[config.mk]
export PLATFORM = sky130hd
export DESIGN_NAME = pll_div_search
export DESIGN_NICKNAME = d
export VERILOG_FILES = /design/src/rtl/pll_search_pkg.sv /design/src/rtl/pll_shift_mul.sv /design/src/rtl/pll_od_walker.sv /design/src/rtl/pll_restore_div.sv /design/src/rtl/pll_div_search.sv
export SDC_FILE = /design/constraint.sdc
export NUM_CORES = 1
export LEC_CHECK = 0
export BUFFER_PORTS_ARGS = -buffer_cell sky130_fd_sc_hd__buf_2
export CORE_UTILIZATION = 60
export CTS_CLUSTER_SIZE = 12
export DETAILED_ROUTE_END_ITERATION = 10
export HOLD_SLACK_MARGIN = 0.06
export PLACE_DENSITY = 0.87
export SKIP_CTS_REPAIR_TIMING = 1
export SLEW_MARGIN = 20
export SYNTH_ARGS = -nofsm -noshare
export SYNTH_HDL_FRONTEND = slang
export SYNTH_SLANG_ARGS = --single-unit
[constraint.sdc]
create_clock -name clk_i -period 9.5 [get_ports clk_i]
set_clock_uncertainty 0.05 [all_clocks]
set_input_delay 1.9 -clock clk_i [delete_from_list [all_inputs] [get_ports clk_i]]
set_output_delay 1.9 -clock clk_i [all_outputs]
set_load 0.05 [all_outputs]
[src/rtl/pll_search_pkg.sv]
package pll_search_pkg;
  typedef enum logic [2:0] {
    ST_IDLE, ST_MUL, ST_CHK, ST_SRCH, ST_DIVM, ST_DIVF
  } state_e;
endpackage

[src/rtl/pll_shift_mul.sv]
module pll_shift_mul #(
  parameter int A_W = 20,
  parameter int B_W = 8,
  localparam int P_W = A_W + B_W,
  localparam int C_W = $clog2(B_W + 1)
) (
  input  logic           clk_i,
  input  logic           rst_ni,
  input  logic           go_i,
  input  logic [A_W-1:0] a_i,
  input  logic [B_W-1:0] b_i,
  output logic           done_o,
  output logic [P_W-1:0] prod_o
);
  logic [P_W-1:0] a_q;
  logic [B_W-1:0] b_q;
  logic [C_W-1:0] cnt_q;
  logic           run_q;

  always_ff @(posedge clk_i or negedge rst_ni) begin
    if (!rst_ni) begin
      a_q <= '0; b_q <= '0; cnt_q <= '0; run_q <= 1'b0;
      prod_o <= '0; done_o <= 1'b0;
    end else begin
      done_o <= 1'b0;
      if (go_i) begin
        a_q    <= P_W'(a_i);
        b_q    <= b_i;
        prod_o <= '0;
        cnt_q  <= C_W'(B_W);
        run_q  <= 1'b1;
      end else if (run_q) begin
        if (b_q[0]) prod_o <= prod_o + a_q;
        a_q   <= a_q << 1;
        b_q   <= b_q >> 1;
        cnt_q <= cnt_q - 1'b1;
        if (cnt_q == C_W'(1)) begin
          run_q  <= 1'b0;
          done_o <= 1'b1;
        end
      end
    end
  end
endmodule

[src/rtl/pll_od_walker.sv]
module pll_od_walker #(
  parameter int OD_SEL = 3,
  localparam int EXP_W = (OD_SEL > 2) ? $clog2(OD_SEL) : 1
) (
  input  logic             clk_i,
  input  logic             rst_ni,
  input  logic             load_i,
  input  logic             step_i,
  output logic [EXP_W-1:0] e1_o,
  output logic [EXP_W-1:0] e2_o,
  output logic [EXP_W-1:0] e3_o,
  output logic             last_o
);
  localparam logic [EXP_W-1:0] ETOP = EXP_W'(OD_SEL - 1);

  assign last_o = (e1_o == '0) && (e2_o == '0) && (e3_o == '0);

  always_ff @(posedge clk_i or negedge rst_ni) begin
    if (!rst_ni) begin
      e1_o <= '0; e2_o <= '0; e3_o <= '0;
    end else if (load_i) begin
      e1_o <= ETOP; e2_o <= ETOP; e3_o <= ETOP;
    end else if (step_i) begin
      if (e1_o != '0) begin
        e1_o <= e1_o - 1'b1;
      end else if (e2_o != '0) begin
        e2_o <= e2_o - 1'b1;
        e1_o <= e2_o - 1'b1;
      end else if (e3_o != '0) begin
        e3_o <= e3_o - 1'b1;
        e2_o <= e3_o - 1'b1;
        e1_o <= e3_o - 1'b1;
      end
    end
  end
endmodule

[src/rtl/pll_restore_div.sv]
module pll_restore_div #(
  parameter int NUM_W = 34,
  parameter int DVS_W = 15,
  localparam int C_W = $clog2(NUM_W + 1)
) (
  input  logic             clk_i,
  input  logic             rst_ni,
  input  logic             go_i,
  input  logic [NUM_W-1:0] num_i,
  input  logic [DVS_W-1:0] dvs_i,
  output logic             done_o,
  output logic [NUM_W-1:0] quo_o,
  output logic [DVS_W-1:0] rem_o
);
  logic [C_W-1:0] cnt_q;
  logic           run_q;
  logic [DVS_W:0] trial;
  logic           fits;

  assign trial = {rem_o, quo_o[NUM_W-1]};
  assign fits  = trial >= {1'b0, dvs_i};

  always_ff @(posedge clk_i or negedge rst_ni) begin
    if (!rst_ni) begin
      quo_o <= '0; rem_o <= '0; cnt_q <= '0; run_q <= 1'b0; done_o <= 1'b0;
    end else begin
      done_o <= 1'b0;
      if (go_i) begin
        quo_o <= num_i;
        rem_o <= '0;
        cnt_q <= C_W'(NUM_W);
        run_q <= 1'b1;
      end else if (run_q) begin
        // quotient bits shift in where dividend bits shift out
        rem_o <= fits ? DVS_W'(trial - {1'b0, dvs_i}) : trial[DVS_W-1:0];
        quo_o <= {quo_o[NUM_W-2:0], fits};
        cnt_q <= cnt_q - 1'b1;
        if (cnt_q == C_W'(1)) begin
          run_q  <= 1'b0;
          done_o <= 1'b1;
        end
      end
    end
  end
endmodule

[src/rtl/pll_div_search.sv]
module pll_div_search #(
  parameter int PCLK_W    = 20,
  parameter int FAC_W     = 8,
  parameter int OD_SEL    = 3,
  parameter int FIN_KHZ   = 24000,
  parameter int FRAC_BITS = 17,
  parameter int M_W       = 16,
  parameter int N_W       = 8
) (
  input  logic                                     clk_i,
  input  logic                                     rst_ni,
  input  logic                                     start_i,
  input  logic [PCLK_W-1:0]                        pclk_khz_i,
  input  logic [FAC_W-1:0]                         factor_i,
  input  logic [PCLK_W-1:0]                        max_pclk_i,
  input  logic [PCLK_W+FAC_W-1:0]                  min_pll_i,
  input  logic [PCLK_W+FAC_W-1:0]                  max_pll_i,
  input  logic [PCLK_W+FAC_W+3*(OD_SEL-1)-1:0]     min_vco_i,
  input  logic [PCLK_W+FAC_W+3*(OD_SEL-1)-1:0]     max_vco_i,
  output logic                                     done_o,
  output logic                                     err_o,
  output logic [OD_SEL-2:0]                        od1_sel_o,
  output logic [OD_SEL-2:0]                        od2_sel_o,
  output logic [OD_SEL-2:0]                        od3_sel_o,
  output logic [M_W-1:0]                           m_o,
  output logic [N_W-1:0]                           n_o,
  output logic [FRAC_BITS-1:0]                     frac_o,
  output logic                                     frac_en_o,
  output logic [PCLK_W+FAC_W+3*(OD_SEL-1)-1:0]     vco_o
);
  import pll_search_pkg::*;

  localparam int TGT_W = PCLK_W + FAC_W;
  localparam int VCO_W = TGT_W + 3 * (OD_SEL - 1);
  localparam int SEL_W = OD_SEL - 1;
  localparam int EXP_W = (OD_SEL > 2) ? $clog2(OD_SEL) : 1;
  localparam int SH_W  = $clog2(3 * (OD_SEL - 1) + 1);
  localparam int FIN_W = $clog2(FIN_KHZ + 1);
  localparam int DIV_W = (VCO_W > FIN_W + FRAC_BITS) ? VCO_W : FIN_W + FRAC_BITS;

  state_e               state_q;
  logic [PCLK_W-1:0]    pclk_q;
  logic [TGT_W-1:0]     tgt_q;
  logic [VCO_W-1:0]     vco_q;
  logic [M_W-1:0]       m_q;
  logic [SEL_W-1:0]     s1_q, s2_q, s3_q;
  logic                 mul_go, mul_done;
  logic [TGT_W-1:0]     mul_prod;
  logic                 div_go, div_done;
  logic [DIV_W-1:0]     div_num, div_quo;
  logic [FIN_W-1:0]     div_rem;
  logic [EXP_W-1:0]     e1, e2, e3;
  logic                 walk_last, walk_load, walk_step;
  logic [SH_W-1:0]      shamt;
  logic [VCO_W-1:0]     cand;
  logic                 hit, range_bad;

  function automatic logic [SEL_W-1:0] sel_code(input logic [EXP_W-1:0] e);
    logic [SEL_W:0] v;
    v = {{SEL_W{1'b0}}, 1'b1} << e;
    return v[SEL_W:1];
  endfunction

  assign shamt     = SH_W'(e1) + SH_W'(e2) + SH_W'(e3);
  assign cand      = VCO_W'(tgt_q) << shamt;
  assign hit       = (cand >= min_vco_i) && (cand <= max_vco_i);
  assign range_bad = (pclk_q > max_pclk_i) || (tgt_q < min_pll_i) || (tgt_q > max_pll_i);
  assign walk_load = (state_q == ST_CHK) && !range_bad;
  assign walk_step = (state_q == ST_SRCH) && !hit;

  pll_shift_mul #(.A_W(PCLK_W), .B_W(FAC_W)) u_mul (
    .clk_i, .rst_ni, .go_i(mul_go), .a_i(pclk_khz_i), .b_i(factor_i),
    .done_o(mul_done), .prod_o(mul_prod)
  );

  pll_od_walker #(.OD_SEL(OD_SEL)) u_walk (
    .clk_i, .rst_ni, .load_i(walk_load), .step_i(walk_step),
    .e1_o(e1), .e2_o(e2), .e3_o(e3), .last_o(walk_last)
  );

  pll_restore_div #(.NUM_W(DIV_W), .DVS_W(FIN_W)) u_div (
    .clk_i, .rst_ni, .go_i(div_go), .num_i(div_num), .dvs_i(FIN_W'(FIN_KHZ)),
    .done_o(div_done), .quo_o(div_quo), .rem_o(div_rem)
  );

  always_ff @(posedge clk_i or negedge rst_ni) begin
    if (!rst_ni) begin
      state_q <= ST_IDLE;
      pclk_q <= '0; tgt_q <= '0; vco_q <= '0; m_q <= '0;
      s1_q <= '0; s2_q <= '0; s3_q <= '0;
      mul_go <= 1'b0; div_go <= 1'b0; div_num <= '0;
      done_o <= 1'b0; err_o <= 1'b0;
      od1_sel_o <= '0; od2_sel_o <= '0; od3_sel_o <= '0;
      m_o <= '0; n_o <= '0; frac_o <= '0; frac_en_o <= 1'b0; vco_o <= '0;
    end else begin
      mul_go <= 1'b0;
      div_go <= 1'b0;
      done_o <= 1'b0;
      unique case (state_q)
        ST_IDLE: if (start_i) begin
          pclk_q  <= pclk_khz_i;
          mul_go  <= 1'b1;
          state_q <= ST_MUL;
        end
        ST_MUL: if (mul_done) begin
          tgt_q   <= mul_prod;
          state_q <= ST_CHK;
        end
        ST_CHK: state_q <= range_bad ? ST_IDLE : ST_SRCH;
        ST_SRCH: begin
          if (hit) begin
            vco_q   <= cand;
            s1_q    <= sel_code(e1);
            s2_q    <= sel_code(e2);
            s3_q    <= sel_code(e3);
            div_num <= DIV_W'(cand);
            div_go  <= 1'b1;
            state_q <= ST_DIVM;
          end else if (walk_last) begin
            state_q <= ST_IDLE;
          end
        end
        ST_DIVM: if (div_done) begin
          m_q     <= div_quo[M_W-1:0];
          div_num <= DIV_W'(div_rem) << FRAC_BITS;
          div_go  <= 1'b1;
          state_q <= ST_DIVF;
        end
        ST_DIVF: if (div_done) state_q <= ST_IDLE;
        default: state_q <= ST_IDLE;
      endcase

      // result publication
      if ((state_q == ST_CHK && range_bad) ||
          (state_q == ST_SRCH && !hit && walk_last)) begin
        done_o <= 1'b1; err_o <= 1'b1;
        od1_sel_o <= '0; od2_sel_o <= '0; od3_sel_o <= '0;
        m_o <= '0; n_o <= '0; frac_o <= '0; frac_en_o <= 1'b0; vco_o <= '0;
      end else if (state_q == ST_DIVF && div_done) begin
        done_o    <= 1'b1;
        err_o     <= 1'b0;
        od1_sel_o <= s1_q; od2_sel_o <= s2_q; od3_sel_o <= s3_q;
        m_o       <= m_q;
        n_o       <= N_W'(1);
        frac_o    <= div_quo[FRAC_BITS-1:0];
        frac_en_o <= |div_quo[FRAC_BITS-1:0];
        vco_o     <= vco_q;
      end
    end
  end
endmodule

==> results.toml, run 1 <==
[timing]
fin_setup_tns_ns = 0
finalWorstSetupSlack_ns = 2.51
rsz0062_at_grt = "false"
hold_violations = 0
tightestPinTransition_ns = 1.14
report.final.slew_viol_count = 0
fmaxAchievable_ghz = 0.143
slew_headroom_pct = 24.1
fin_crit_sh_pct = 73.6
period_needed_ns = 6.99
setup_viol = 0

[hold_path]
hold_path.class = "flop to flop"

[drt]
vias = 17500
firstDrtPassIters = 5
wl_mm = 57.2
drt_iter0_markers = 1572
drc = 0
routedWlPerCell_um = 19.9
ant_nets = 0
viasPerCell = 6.10

[yosys]
synth.most_common_cell = "nand2_1"
synth-main-ff-cell = "dfrtp_1"
ys_ff_latch = 353
synthTopCellsByArea = "dfrtp_1 42%, ha_1 11%, nand2_1 6.5%"
synthArstFlopShare_pct = 100
synth_top_cell_by_area = "dfrtp_1"
synth_edf_count = 0
synthTopCellsByCount = "360 x nand2_1, 353 x dfrtp_1, 182 x inv_1"
postSynthCellCount = 2205
synth_seq_area_share_pct = 42.3
yosysUniqueCellTypes = 73
synth_top_area_share_pct = 42.3
synth.avg_cell_area_sq_um = 9.46
ys_warn_count = 0
mappedNetlistArea_sq_um = 20900

[global_routing]
track_usage_pct = 32.6
grt_start_max_net_pins = 189
grt_overflow_total = 0
antenna_found_initial = 1
grt_pass1_wl_mm = 92.0
grt_pass1_vias = 17700

[clock_tree]
ctsHtreeMaxLevel = 2
clk_path_buf_depth = 3
numCtsBuffers = 39
ctsRootBufferMaster = "clkbuf_16"
clk_latency_ns = 0.54
clkTransAtPathRegs_ns = 0.06
numClockSinks = 353
cts_tree = "built"

[setup_path]
crit_chain = "inv_1, fa_1, inv_1, ha_1, inv_2, a211oi_1, a21oi_1, mux2i_1, inv_1, ha_1, nand4_1, nor3_1, nand3_1, o22ai_1, nor3_4, o22ai_2, and3_4, o31ai_1"
cp-start-kind = "flop"
crit_fanout = 77
path_delay_family = "simple AND/OR/NAND/NOR gates"
path_common_cell = "inv_1"
critical_path_required_ns = 9.83
max_stage_delay_ns = 0.95
worstPathArrival_ns = 7.32
criticalPathCategory = "flop to flop"
crit_slowest_cell = "and3_4"
crit_buf_inv = 4
cp-end-kind = "flop"

[power_and_ir_drop]
pwr-share-seq_pct = 48.1
p_sw_share_pct = 22.2
internal_power_mw = 2.43
clock_power_share_pct = 47.6
irDropWorstVdd_mv = 0.209
leakagePower_nw = 12.3
comb_power_share_pct = 4.2
powerDensity_nw_per_um2 = 132
netSwitchingPower_uw = 693

[floorplanning]
num_rows = 67
start_util_pct = 61.6
io-pin-count = 259
die_w_um = 189
dieArea_sq_um = 35500
coreArea_sq_um = 33900
fp.dieH_um = 189

[placement]
port_buffers = 251
place_ws_ns = 2.63
dp_hpwl_mm = 41.3
place_congestion = 1.04

[cells_and_area]
diodes = 0
layout-drive-gt1-share_pct = 19.4
nNetsFinal = 2759
synthToLayoutAreaGrowth_pct = 13.4
fillers = 2536

[outcome]
status = "finished clean"

[job]
drv_cap = 0
-- worst paths after layout --
check | startpoint | to | slack (ns) | cells past startpoint
setup / recovery | u_walk.e2_o[1]$_DFFE_PN0P_ | vco_o[30]$_DFFE_PN0P_ | 2.51 | 18
hold / removal | vco_q[24]$_DFFE_PN0P_ | vco_o[24]$_DFFE_PN0P_ | 0.41 | 2
setup reg to reg | u_walk.e2_o[1]$_DFFE_PN0P_ | vco_o[30]$_DFFE_PN0P_ | 2.51 | 18
hold reg to reg | vco_q[24]$_DFFE_PN0P_ | vco_o[24]$_DFFE_PN0P_ | 0.41 | 2
max in group asynchronous | rst_ni | div_go$_DFF_PN0_ | 6.52 | 2
min in group asynchronous | rst_ni | u_div.run_q$_DFF_PN0_ | 1.35 | 1
-- cells by family after synthesis --
kind of cell,count (synthesis),share of synthesized area (%)
fa+ha+maj,182,11.0
mux,183,9.52
other cells,1,0.0180
flops,353,42.3
compound gates,525,16.6
xor+xnor,33,1.38
buf+inv,303,5.88
simple gates,625,13.2
-- flip-flops by register name, indices dropped and copies added (netlist names), 3 cells and up --
name          count
div_num          34
frac_o           17
m_o              16
m_q              16
pclk_q           20
state_q           3
tgt_q            28
u_div.cnt_q       6
u_div.quo_o      34
u_div.rem_o      15
u_mul.a_q        28
u_mul.b_q         8
u_mul.cnt_q       4
u_mul.prod_o     28
vco_o            34
vco_q            34
-- cell type report --
class                      count  area, sq um  area share [%]
inverter                     183          687            2.90
clock inverter                 6          103           0.434
clock buffer                  58         1140            4.81
multi-input combinational   1555        10900            46.1
sequential                   353         8840            37.3
tap                          448          561            2.37
timing repair buffer         270         1440            6.09
-- cell usage in the layout (no fill, tap or decap), types with 9 or more instances in the layout --
cell type  Yosys  layout
o31ai_1       55      55
o211ai_1       9       9
xnor2_1       18      17
clkbuf_8       0       9
buf_4          7      17
mux2i_1      104     104
inv_1        182     182
nor3_1        23      23
nand2_1      360     359
a31oi_1       10      10
a211oi_1      23      23
clkbuf_16      0      39
mux2_2        74      74
ha_1         179     179
o21ai_0      171     171
a21oi_1      109     108
nand3_1       43      42
nor2_1        87      85
nor2b_1       20      19
xor2_1        15      14
a21o_1        42      42
o31ai_2       28      28
buf_2         20     250
a31o_2        12      12
nand4_1       31      31
nand2b_1      14      14
dfrtp_1      353     349
clkbuf_1      73      10
-- per-layer routing --
| metal | vias up | part of all wire (%) | GRT usage, % |
|---|---|---|---|
| li1 | 8125 | - | - |
| met1 | 8520 | 40 | 41.1 |
| met2 | 738 | 49 | 55.1 |
| met3 | 153 | 6.4 | 5.10 |
| met4 | 0 | 4.6 | 14.9 |
| met5 | - | 0 | 0 |
-- through the flow --
stage,util [%],power [mW],hold WS [ns],cells,area (sq um)
finish,69.9,3.12,0.408,2873,23700
global route,69.9,3.22,0.441,2873,23700
CTS,69.8,3.14,0.404,2872,23600
detailed placement,66.1,1.66,0.411,2808,22400
global placement,66.1,1.66,0.402,2808,22400
floorplan,-,1.58,0.393,2211,20900
-- worst reg2reg max path, cell delays in order (launching register included) --
cell      delay (ns)
dfrtp_1         0.45
inv_1           0.17
fa_1            0.54
inv_1           0.04
ha_1            0.92
inv_2           0.39
a211oi_1        0.28
a21oi_1         0.11
mux2i_1         0.41
inv_1           0.16
ha_1            0.31
nand4_1         0.12
nor3_1          0.67
nand3_1         0.16
o22ai_1         0.36
nor3_4          0.11
o22ai_2         0.33
and3_4          0.95
o31ai_1         0.31
-- power by group through the flow --
stage | logic, mW | clock network [mW] | registers [mW]
4_1_cts | 0.133 | 1.50 | 1.50
3_5_place_dp | 0.132 | 0 | 1.53
6_report | 0.133 | 1.49 | 1.50
2_1_floorplan | 0.0483 | 0 | 1.53
5_1_grt | 0.151 | 1.56 | 1.50
3_3_place_gp | 0.127 | 0 | 1.53
Power figures use the tool's default switching activity.
==> run 2: changes to the inputs <==
- CORE_UTILIZATION: 60 -> 59
- PLACE_DENSITY: 0.87 -> 0.86
- clock period: 9.5 -> 6.8 ns (I/O delays scaled with it)
==> run 2 against run 1 <==
  * Clock power increased by 37%
  * Sequential share of layout area barely moved
  * Count of clock-buffer cells in the layout is 8 lower
  * Routed wire length down 2.6%
  * Worst hold slack better by 0.020 ns
  * Sequential cell count did not move
  * First-iteration DRC count is 15% lower
  * Die area up 1.7%
==> results.toml, run 2 (synthesis results as in run 1) <==
[outcome]
status = "finished clean"

[global_routing]
antenna_found_initial = 0
grt_pass1_wl_mm = 89.3
track_usage_pct = 31.2
grt_pass1_vias = 17100
grt_start_max_net_pins = 127
grt_overflow_total = 0

[cells_and_area]
layout-drive-gt1-share_pct = 19.6
fillers = 2700
nNetsFinal = 2763
diodes = 0
synthToLayoutAreaGrowth_pct = 13.5
layout_common_cells = "360 x nand2_1, 349 x dfrtp_1, 250 x buf_2"
final_common_cell = "nand2_1"

[timing]
hold_violations = 0
fin_crit_sh_pct = 90.5
tightestPinTransition_ns = 1.12
fin_setup_tns_ns = 0
report.final.slew_viol_count = 0
finalWorstSetupSlack_ns = 0.649
rsz0062_at_grt = "false"
period_needed_ns = 6.15
fmaxAchievable_ghz = 0.163
setup_viol = 0
slew_headroom_pct = 25.2
hold_ws_ns = 0.429

[drt]
drt_iter0_markers = 1343
drc = 0
viasPerCell = 6.03
vias = 17400
routedWlPerCell_um = 19.4
firstDrtPassIters = 5
wl_mm = 55.8
ant_nets = 0

[setup_path]
r2r_start = "u_walk.e2_o[1]$_DFFE_PN0P_"
crit_start = "u_walk.e2_o[1]$_DFFE_PN0P_"
cp-start-kind = "flop"
cp-end-kind = "flop"
crit_fanout = 54
worstPathArrival_ns = 6.49
criticalPathCategory = "flop to flop"
critical_path_required_ns = 7.14

[power_and_ir_drop]
irDropWorstVdd_mv = 0.171
powerDensity_nw_per_um2 = 182
leakagePower_nw = 12.3

[floorplanning]
die_w_um = 190
num_rows = 68
fp.dieH_um = 190
dieArea_sq_um = 36100
coreArea_sq_um = 34700
io-pin-count = 259
start_util_pct = 60.1

[clock_tree]
ctsHtreeMaxLevel = 2
numCtsBuffers = 39
clk_latency_ns = 0.54
cts_tree = "built"
clkTransAtPathRegs_ns = 0.06
ctsRootBufferMaster = "clkbuf_16"
clk_path_buf_depth = 3
numClockSinks = 353

[placement]
port_buffers = 251
dp_hpwl_mm = 40.7
place_ws_ns = 0.468
place_congestion = 0.969

[hold_path]
hold_path.class = "flop to flop"
min_from = "div_num[33]$_DFFE_PN0P_"

[job]
drv_cap = 0
[run 2: cell type report]
type	instances	area [sq um]	area share (%)
Sequential cell	353	8840	37.3
Inverter	183	687	2.90
Clock buffer	50	1090	4.59
Timing Repair Buffer	274	1500	6.32
Tap cell	455	569	2.40
Multi-Input combinational cell	1555	10900	46.0
Clock inverter	9	114	0.481
[run 2: worst paths after layout]
check                                              endpoint  slack, ns  depth (start not counted)
worst min register to register  u_div.quo_o[33]$_DFFE_PN0P_       0.43                          2
worst max register to register        vco_o[23]$_DFFE_PN0P_       0.65                         19
max in group asynchronous                  div_go$_DFF_PN0_       4.59                          2
worst max-delay path                  vco_o[23]$_DFFE_PN0P_       0.65                         19
worst min-delay path            u_div.quo_o[33]$_DFFE_PN0P_       0.43                          2
min in group asynchronous              vco_o[9]$_DFFE_PN0P_       0.83                          1
[run 2: critical path, cell delays in order, from the launching register on]
cell and delay, ns:
dfrtp_1 0.42, inv_1 0.13, fa_1 0.52, inv_1 0.04
ha_1 0.73, inv_2 0.35, mux2i_1 0.30, nor2_1 0.06
a31oi_1 0.34, inv_1 0.12, ha_1 0.29, nand4_1 0.12
nor3_1 0.54, nand3_1 0.14, o22ai_1 0.35, nor3_4 0.10
o22ai_2 0.34, and3_4 0.50, buf_16 0.31, o31ai_1 0.14
[run 2: power breakdown]
group,switching [mW],internal [mW]
Clock,0.839,1.20
Combinational,0.118,0.0666
Sequential,0.00000000000331,2.10
Total,0.957,3.36
[run 2: per-layer routing]
metal  share of wire, %  GRT usage [%]
met2                 49           53.8
met4                3.2           10.8
met5                  0              0
met1                 42           40.3
met3                5.6           3.82
[run 2: per-stage QoR]
step | cells | power [mW] | utilization (%) | instance area (sq um)
floorplan | 2211 | 2.21 | - | 20900
global placement | 2819 | 2.32 | 64.7 | 22500
detailed placement | 2819 | 2.32 | 64.7 | 22500
CTS | 2878 | 4.35 | 68.2 | 23700
global route | 2879 | 4.45 | 68.2 | 23700
finish | 2879 | 4.32 | 68.2 | 23700
